**src/rtl/exc_pkg.sv**
```systemverilog
`timescale 1ns/1ps
package exc_pkg;
  localparam int DATA_W = 32;
  localparam int MODE_W = 5;
  localparam int SLOT_SHIFT = 2;

  // enum value is the vector slot index
  typedef enum logic [2:0] {
    EK_RESET = 3'd0, EK_UNDEF = 3'd1, EK_SWI = 3'd2, EK_PABT = 3'd3,
    EK_DABT  = 3'd4, EK_RSVD  = 3'd5, EK_IRQ = 3'd6, EK_FIQ  = 3'd7
  } exc_kind_e;

  localparam logic [MODE_W-1:0] M_FIQ = 5'b10001;
  localparam logic [MODE_W-1:0] M_IRQ = 5'b10010;
  localparam logic [MODE_W-1:0] M_SVC = 5'b10011;
  localparam logic [MODE_W-1:0] M_ABT = 5'b10111;
  localparam logic [MODE_W-1:0] M_UND = 5'b11011;

  localparam int BIT_I = 7;
  localparam int BIT_F = 6;
  localparam int BIT_T = 5;

  function automatic logic [MODE_W-1:0] mode_of(exc_kind_e k);
    case (k)
      EK_FIQ:            return M_FIQ;
      EK_IRQ:            return M_IRQ;
      EK_PABT, EK_DABT:  return M_ABT;
      EK_UNDEF:          return M_UND;
      default:           return M_SVC;
    endcase
  endfunction

  function automatic logic [DATA_W-1:0] vector_of(exc_kind_e k,
                                                   logic [DATA_W-1:0] base);
    return base + (DATA_W'(k) << SLOT_SHIFT);
  endfunction

  function automatic logic [DATA_W-1:0] entry_psr(logic [DATA_W-1:0] old,
                                                   exc_kind_e k);
    logic [DATA_W-1:0] n;
    n = old;
    n[MODE_W-1:0] = mode_of(k);
    n[BIT_I] = 1'b1;
    n[BIT_T] = 1'b0;
    if (k == EK_FIQ) n[BIT_F] = 1'b1;
    return n;
  endfunction
endpackage

```
**src/rtl/exc_prio_arb.sv**
```systemverilog
`timescale 1ns/1ps
module exc_prio_arb
  import exc_pkg::*;
(
  input  logic      instr_done,
  input  logic      rq_reset,
  input  logic      rq_undef,
  input  logic      rq_swi,
  input  logic      rq_pabt,
  input  logic      rq_dabt,
  input  logic      irq_n,
  input  logic      fiq_n,
  input  logic      mask_i,
  input  logic      mask_f,
  output logic      win_valid,
  output exc_kind_e win_kind
);
  logic irq_live, fiq_live, sync_any;

  assign irq_live = ~irq_n & ~mask_i;
  assign fiq_live = ~fiq_n & ~mask_f;
  assign sync_any = rq_undef | rq_swi | rq_pabt | rq_dabt | irq_live | fiq_live;
  assign win_valid = rq_reset | (instr_done & sync_any);

  always_comb begin
    if (rq_reset)      win_kind = EK_RESET;
    else if (rq_dabt)  win_kind = EK_DABT;
    else if (fiq_live) win_kind = EK_FIQ;
    else if (irq_live) win_kind = EK_IRQ;
    else if (rq_pabt)  win_kind = EK_PABT;
    else if (rq_undef) win_kind = EK_UNDEF;
    else               win_kind = EK_SWI;
  end
endmodule

```
**src/rtl/exc_seq_fsm.sv**
```systemverilog
`timescale 1ns/1ps
module exc_seq_fsm
  import exc_pkg::*;
#(
  parameter logic [DATA_W-1:0] VEC_BASE = '0
) (
  input  logic              clk,
  input  logic              rst_n,
  input  logic              start,
  input  exc_kind_e         kind_in,
  input  logic [DATA_W-1:0] psr_in,
  input  logic [DATA_W-1:0] pc_in,
  output logic              spsr_we,
  output logic [MODE_W-1:0] spsr_mode,
  output logic [DATA_W-1:0] spsr_data,
  output logic              cpsr_we,
  output logic [DATA_W-1:0] cpsr_data,
  output logic              lr_we,
  output logic [MODE_W-1:0] lr_mode,
  output logic [DATA_W-1:0] lr_data,
  output logic              pc_load,
  output logic [DATA_W-1:0] pc_target,
  output logic              flush,
  output logic              busy
);
  typedef enum logic [1:0] {S_IDLE, S_SAVE, S_SWITCH, S_JUMP} seq_e;
  seq_e              state;
  exc_kind_e         kind_q;
  logic [DATA_W-1:0] psr_q, pc_q;
  logic [MODE_W-1:0] tgt_mode;

  always_ff @(posedge clk or negedge rst_n) begin
    if (!rst_n) begin
      state  <= S_IDLE;
      kind_q <= EK_RESET;
      psr_q  <= '0;
      pc_q   <= '0;
    end else begin
      case (state)
        S_IDLE: if (start) begin
          state  <= S_SAVE;
          kind_q <= kind_in;
          psr_q  <= psr_in;
          pc_q   <= pc_in;
        end
        S_SAVE:   state <= S_SWITCH;
        S_SWITCH: state <= S_JUMP;
        default:  state <= S_IDLE;
      endcase
    end
  end

  assign tgt_mode  = mode_of(kind_q);
  assign busy      = (state != S_IDLE);
  // old status saved one cycle before the mode switch
  assign spsr_we   = (state == S_SAVE);
  assign spsr_mode = tgt_mode;
  assign spsr_data = psr_q;
  assign cpsr_we   = (state == S_SWITCH);
  assign cpsr_data = entry_psr(psr_q, kind_q);
  assign lr_we     = (state == S_SWITCH);
  assign lr_mode   = tgt_mode;
  assign lr_data   = pc_q;
  assign pc_load   = (state == S_JUMP);
  assign flush     = (state == S_JUMP);
  assign pc_target = vector_of(kind_q, VEC_BASE);
endmodule

```
**src/rtl/exc_entry_ctrl.sv**
```systemverilog
`timescale 1ns/1ps
module exc_entry_ctrl
  import exc_pkg::*;
#(
  parameter logic [DATA_W-1:0] VEC_BASE = '0
) (
  input  logic              clk,
  input  logic              rst_n,
  input  logic              instr_done,
  input  logic              exc_reset,
  input  logic              exc_undef,
  input  logic              exc_swi,
  input  logic              exc_pabt,
  input  logic              exc_dabt,
  input  logic              irq_n,
  input  logic              fiq_n,
  input  logic [DATA_W-1:0] cpsr_in,
  input  logic [DATA_W-1:0] next_pc,
  input  logic              restore_psr,
  input  logic              restore_pc,
  output logic              spsr_we,
  output logic [MODE_W-1:0] spsr_mode,
  output logic [DATA_W-1:0] spsr_data,
  output logic              cpsr_we,
  output logic [DATA_W-1:0] cpsr_data,
  output logic              lr_we,
  output logic [MODE_W-1:0] lr_mode,
  output logic [DATA_W-1:0] lr_data,
  output logic              pc_load,
  output logic [DATA_W-1:0] pc_target,
  output logic              flush,
  output logic              busy,
  output logic              restore_conflict
);
  logic      win_valid;
  exc_kind_e win_kind;
  logic      accept_evt;

  exc_prio_arb u_arb (
    .instr_done (instr_done),
    .rq_reset   (exc_reset),
    .rq_undef   (exc_undef),
    .rq_swi     (exc_swi),
    .rq_pabt    (exc_pabt),
    .rq_dabt    (exc_dabt),
    .irq_n      (irq_n),
    .fiq_n      (fiq_n),
    .mask_i     (cpsr_in[BIT_I]),
    .mask_f     (cpsr_in[BIT_F]),
    .win_valid  (win_valid),
    .win_kind   (win_kind)
  );

  assign accept_evt = win_valid & ~busy;

  exc_seq_fsm #(.VEC_BASE(VEC_BASE)) u_seq (
    .clk       (clk),
    .rst_n     (rst_n),
    .start     (accept_evt),
    .kind_in   (win_kind),
    .psr_in    (cpsr_in),
    .pc_in     (next_pc),
    .spsr_we   (spsr_we),
    .spsr_mode (spsr_mode),
    .spsr_data (spsr_data),
    .cpsr_we   (cpsr_we),
    .cpsr_data (cpsr_data),
    .lr_we     (lr_we),
    .lr_mode   (lr_mode),
    .lr_data   (lr_data),
    .pc_load   (pc_load),
    .pc_target (pc_target),
    .flush     (flush),
    .busy      (busy)
  );

  // restoring status alone would bank out the link register holding the return
  assign restore_conflict = restore_psr & ~restore_pc;
endmodule

```
**config.mk**
```make
export PLATFORM = sky130hd
export DESIGN_NAME = exc_entry_ctrl
export DESIGN_NICKNAME = d
export VERILOG_FILES = /design/src/rtl/exc_pkg.sv /design/src/rtl/exc_prio_arb.sv /design/src/rtl/exc_seq_fsm.sv /design/src/rtl/exc_entry_ctrl.sv
export SDC_FILE = /design/constraint.sdc
export NUM_CORES = 1
export LEC_CHECK = 0
export CAP_MARGIN = 20
export CORE_MARGIN = 1
export CORE_UTILIZATION = 39
export CTS_BUF_LIST = sky130_fd_sc_hd__clkbuf_16
export CTS_CLUSTER_DIAMETER = 80
export CTS_CLUSTER_SIZE = 10
export DETAILED_ROUTE_END_ITERATION = 8
export PLACE_DENSITY = 0.92
export SLEW_MARGIN = 25
export SYNTH_ARGS = -nofsm -noshare
export SYNTH_HDL_FRONTEND = slang
export SYNTH_HIERARCHICAL = 1
export SYNTH_SLANG_ARGS = --single-unit
export TNS_END_PERCENT = 5
```
**constraint.sdc**
```tcl
create_clock -name clk -period 2.85 [get_ports clk]
set_input_delay 0.57 -clock clk [delete_from_list [all_inputs] [get_ports clk]]
set_output_delay 0.57 -clock clk [all_outputs]
set_load 0.005 [all_outputs]
```
After elaboration in Yosys (flattened, before gate mapping)
Index checks and enable logic that the tools add are counted.

Register bits: 69. Output and inout port bits: 145. Word-level logic and storage cells: 44.

Equality and inequality tests: 9. Multiplexer cells: 10. Bitwise logic cells: 17. Reductions and logical operators: 4.

Operators with widths (number): $pmux W4 S4 (1); $mux W3 (5); $eq A3 B3 Y1 const B (3); $not A1 Y1 (6); $or A1 B1 Y1 (6); $pmux W2 S3 (1); $and A1 B1 Y1 (5); $eq A2 B2 Y1 const B (2); $mux W2 (2); $eq A3 B1 Y1 const B (1); $eq A3 B2 Y1 const B (1); $eq A2 B1 Y1 const B (1); $logic_not A2 Y1 (1); $ne A2 B2 Y1 const B (1); $reduce_and A2 Y1 (1); $reduce_bool A2 Y1 (1); $reduce_or A2 Y1 (1); $mux W1 (1).

Longest topological paths before layout
Word-level depth: 10. Gate-level depth with buffers: 8. Depth with buffers taken out: 6.

Cells and area by module
Netlist, hierarchy kept.

Modules (own cells, without submodules): exc_seq_fsm (instances 1, cells each 233, area each 3314.4 µm², seq. area each 1726.7 µm²); exc_prio_arb (instances 1, cells each 11, area each 73.8 µm², seq. area each 0.0 µm²); exc_entry_ctrl (instances 1, cells each 2, area each 27.5 µm², seq. area each 0.0 µm²).

Worst setup path before layout
No wires, ideal clock.

Path type: in2reg. Start point: in cpsr_in[7]. End point: reg u_seq.pc_q[19] (netlist: u_seq/lr_data[19]). Setup time: 0.125 ns. Arrival: 1.782 ns. Required time: 2.725 ns. Slack: 0.943 ns. Stages: 7. Cells stage by stage: o22a_2 a31oi_1 nor2b_4 nand2_2 buf_6 buf_6 mux2_4.

Longest elaborated chain between the ends: 8.

Ends and longest elaborated chain: start, declared (RTL line exc_entry_ctrl.sv:17) `input logic [DATA_W-1:0] cpsr_in,`; $not A1 Y1 (RTL line exc_prio_arb.sv:20) `assign irq_live = ~irq_n & ~mask_i;`; $and A1 B1 Y1 (RTL line exc_prio_arb.sv:20); $or A1 B1 Y1 (2 in series) (RTL line exc_prio_arb.sv:22) `assign sync_any = rq_undef | rq_swi | rq_pabt | rq_dabt | irq_live | fiq_live;`; $and A1 B1 Y1 (RTL line exc_prio_arb.sv:23) `assign win_valid = rq_reset | (instr_done & sync_any);`; $or A1 B1 Y1 (RTL line exc_prio_arb.sv:23); named net win_valid (RTL line exc_entry_ctrl.sv:35) `logic win_valid;`; $and A1 B1 Y1 (RTL line exc_entry_ctrl.sv:54) `assign accept_evt = win_valid & ~busy;`; named net accept_evt (RTL line exc_entry_ctrl.sv:37) `logic accept_evt;`; $reduce_and A2 Y1 (no source line); end signal, assigned (RTL line exc_seq_fsm.sv:44) `pc_q <= pc_in;`; end, declared (RTL line exc_seq_fsm.sv:29) `logic [DATA_W-1:0] psr_q, pc_q;`.

The timed path passes the listed nets, and every way through them passes these cells. A chain may end at the register's enable or synchronous reset.

Worst setup path after layout
Start point: reg u_seq.kind_q[1]. End point: out spsr_mode[3].

Longest elaborated chain between the ends: 3.

Ends and longest elaborated chain: start, declared (RTL line exc_seq_fsm.sv:28) `exc_kind_e kind_q;`; start signal, assigned (RTL line exc_seq_fsm.sv:42) `kind_q <= kind_in;`; $eq A3 B2 Y1 or $eq A3 B3 Y1 (tied branches) (RTL line exc_pkg.sv:24) `case (k)`; $reduce_or A2 Y1 (RTL line exc_pkg.sv:24); $pmux W4 S4 (*) (RTL line exc_pkg.sv:24); end, declared (RTL line exc_entry_ctrl.sv:22) `output logic [MODE_W-1:0] spsr_mode,`.

Mark *: on every way between the ends. The rest lies on a longest branch, timed or not.

==> summary.json <==
{
  "outcome": "completed",
  "n_antenna_cell": 0,
  "rsz_0062_raised_after_global_routing": "no",
  "grt.total_usage_pct": 16.4,
  "postSynthCellCount": 246,
  "drt_first_iter_violations": 63,
  "cp.arrival_ns": 1.75,
  "ys_seq_area_share_pct": 50.5,
  "detail_route.wl_per_cell_um": 14.6,
  "power.density_nw_per_um2": 1070,
  "root_buffer": "sky130_fd_sc_hd__clkbuf_16",
  "ys.flop_type": "sky130_fd_sc_hd__dfrtp_1",
  "yosys.area.top_type_share_pct": 50.5,
  "power_leakage_nw": 2.40,
  "numPortBuffers": 186,
  "worst_slew_margin_rel_pct": 51.0,
  "maxCapViolations": 0,
  "route.detailed.drc": 0,
  "cp.required_ns": 2.28,
  "fin_tns_setup_ns": 0,
  "first_pass_grt_wire_length_mm": 11.1,
  "hold_buffers": 0,
  "grt.overflow.total": 0,
  "critical_path_launch_point_type": "register",
  "final-instance-count-excl-fill": 513,
  "final_net_count": 483,
  "synth_largest_area_cell": "sky130_fd_sc_hd__dfrtp_1",
  "initial_utilization_pct": 41.0,
  "finalClockSkew_ns": 0.00663,
  "layout-drive-gt1-share_pct": 22.1,
  "timing.final.crit_share_pct": 81.4,
  "placedCellCount": 497,
  "finalWeightedCongestion": 0.748,
  "area_growth_syn_to_layout_pct": 55.2,
  "antenna_found_initial": 0,
  "timing.hold.worst.class": "input port to asynchronous set/reset pin",
  "endpoints_failing_setup": 0,
  "finalHoldViolCount": 0,
  "cp_max_fo": 7,
  "post_synth_main_area_contributors": "sky130_fd_sc_hd__dfrtp_1, sky130_fd_sc_hd__buf_4, sky130_fd_sc_hd__mux2_4",
  "synthesis.yosys.warnings": 6,
  "via_per_inst": 4.45,
  "yosys_cell_types": 25,
  "postSynth.asyncResetShare_pct": 100,
  "clock_insertion_delay_worst_skew_ns": 0.31,
  "ios": 221,
  "antenna_violating_nets_post_route": 0,
  "detailed_place_hpwl_mm": 5.72,
  "total_standard_cell_area_after_synthesis_um2": 3420,
  "post_cts.resized_instances": 0,
  "layout_min_cycle_time_ns": 2.32,
  "number_of_sinks_driven_by_the_clock_tree": 69,
  "ir_worst_vdd_uv": 557,
  "finalWirelength_mm": 7.49,
  "fmax_mhz": 431,
  "post_synth.cell_area_avg_um2": 13.9,
  "via_count": 2284,
  "clock_tree.buffer_depth": 2,
  "seqCellArea_um2": 1730,
  "fill_count": 622,
  "pins_over_slew_limit": 0,
  "worstMarginPinSlew_ns": 0.735,
  "count_leader_synth": "sky130_fd_sc_hd__dfrtp_1",
  "core-area_um2": 8340,
  "chipWidth_um": 95.6,
  "cts_htree_levels": 3,
  "post-cts-setup-buffer-count": 0,
  "hold_ws_ns": 0.319,
  "vias_in_the_first_global_route": 2328,
  "cts_inserted_buffers": 9,
  "cts_tree": "done",
  "synth_enable_flop_cells": 0,
  "grt_start_max_net_pins": 39,
  "drt_pass1_iterations": 4,
  "die_area_um2": 9140,
  "critical_path_class": "register to primary output",
  "dieHeight_um": 95.6,
  "cts.clk_slew.worst_paths_ns": 0.05,
  "ys_seq_elements": 69,
  "multi_input_area_um2": 1220,
  "placement_rows": 33,
  "synth_top_cells_by_count": "sky130_fd_sc_hd__dfrtp_1, sky130_fd_sc_hd__buf_4, sky130_fd_sc_hd__mux2_2",
  "worstSetupEndpointType": "primary output"
}
[metrics by stage]
stage          cell area [µm²]  power, W  setup WS, ns  utilization, %
6_report                  5300   0.00565         0.530            63.6
3_5_place_dp              5020   0.00465         0.290            60.2
3_3_place_gp              5020   0.00455         0.354            60.2
4_1_cts                   5300   0.00573         0.495            63.6
5_1_grt                   5300   0.00599         0.401            63.6
2_1_floorplan             3540   0.00315         0.943               -
[critical path: stages, from the launching register on]
cell	delay [ns]
sky130_fd_sc_hd__dfrtp_1	0.43
sky130_fd_sc_hd__nor3b_1	0.42
sky130_fd_sc_hd__clkdlybuf4s50_1	0.59
[cell usage in the layout (no fill, tap or decap)]
cell | synthesis | layout
sky130_fd_sc_hd__clkinvlp_4 | 0 | 1
sky130_fd_sc_hd__nand2_4 | 0 | 1
sky130_fd_sc_hd__a311oi_2 | 1 | 1
sky130_fd_sc_hd__clkbuf_16 | 0 | 9
sky130_fd_sc_hd__mux2_4 | 30 | 30
sky130_fd_sc_hd__o22a_2 | 1 | 1
sky130_fd_sc_hd__buf_2 | 3 | 1
sky130_fd_sc_hd__nand2b_1 | 3 | 3
sky130_fd_sc_hd__a31oi_1 | 1 | 1
sky130_fd_sc_hd__nor4_1 | 1 | 1
sky130_fd_sc_hd__ha_1 | 4 | 4
sky130_fd_sc_hd__bufinv_16 | 0 | 1
sky130_fd_sc_hd__clkinv_1 | 0 | 3
sky130_fd_sc_hd__mux2_2 | 38 | 38
sky130_fd_sc_hd__o21ai_0 | 1 | 1
sky130_fd_sc_hd__or2_2 | 1 | 1
sky130_fd_sc_hd__conb_1 | 2 | 34
sky130_fd_sc_hd__nand3b_1 | 2 | 2
sky130_fd_sc_hd__o22ai_1 | 1 | 1
sky130_fd_sc_hd__clkinv_2 | 0 | 1
sky130_fd_sc_hd__clkdlybuf4s50_1 | 0 | 185
sky130_fd_sc_hd__nor3b_1 | 1 | 1
sky130_fd_sc_hd__inv_1 | 5 | 6
sky130_fd_sc_hd__buf_12 | 0 | 3
sky130_fd_sc_hd__a21oi_1 | 2 | 2
sky130_fd_sc_hd__dfrtp_1 | 69 | 69
sky130_fd_sc_hd__nor2_1 | 3 | 3
sky130_fd_sc_hd__nor2b_4 | 2 | 2
sky130_fd_sc_hd__a211oi_1 | 1 | 1
sky130_fd_sc_hd__nand3_1 | 1 | 1
[worst paths after layout]
path,from,end,slack [ns],cells past startpoint
max,u_seq/kind_q[1],spsr_mode[3],0.53,2
min,rst_n,u_seq/spsr_data[23],0.32,1
max reg2reg,u_seq/state[0],u_seq/spsr_data[12],1.04,7
min reg2reg,u_seq/lr_data[1],u_seq/lr_data[1],0.50,1
max in group asynchronous,rst_n,u_seq/spsr_data[24],1.87,2
min in group clk,u_seq/lr_data[1],u_seq/lr_data[1],0.50,1
[registers in the layout (all words and copies together), names as in the netlist]
| register | count |
|---|---|
| u_seq/kind_q | 3 |
| u_seq/lr_data | 32 |
| u_seq/spsr_data | 32 |
| u_seq/state | 2 |
[metal layers]
metal  vias to the layer above  global-route usage, %  part of all wire (%)
li1                       1036                      -                     -
met1                      1093                   17.5                    36
met2                       147                   30.0                    53
met3                         8                   5.10                   9.9
met4                         0                   5.97                   1.2
met5                         -                      0                     0
[final cells by class]
class                      count  area share (%)
clock buffer                   9            4.25
clock inverter                 7            1.09
inverter                       5           0.354
multi-input combinational    129            23.1
sequential                    69            32.6
tap                          105            2.48
timing repair buffer         189            36.2
[power breakdown]
group	leakage (nW)	internal [W]	switching, W
sequential	0.831	0.00148	0.000356
clock	0.139	0.000663	0.000379
combinational	1.43	0.00200	0.000765
[kinds of logic (layout without fill, tap and decap cells)]
group | after synthesis | in the layout | share of synthesized area [%]
adder cells (fa/ha/maj) | 4 | 4 | 1.47
buffers and inverters | 80 | 210 | 17.3
flip-flops | 69 | 69 | 50.5
multiplexers | 68 | 68 | 25.7
AO/OA/AOI/OAI | 8 | 8 | 1.76
AND/OR/NAND/NOR | 15 | 15 | 3.04
other | 2 | 34 | 0.220
Power figures use the tool's default switching activity.
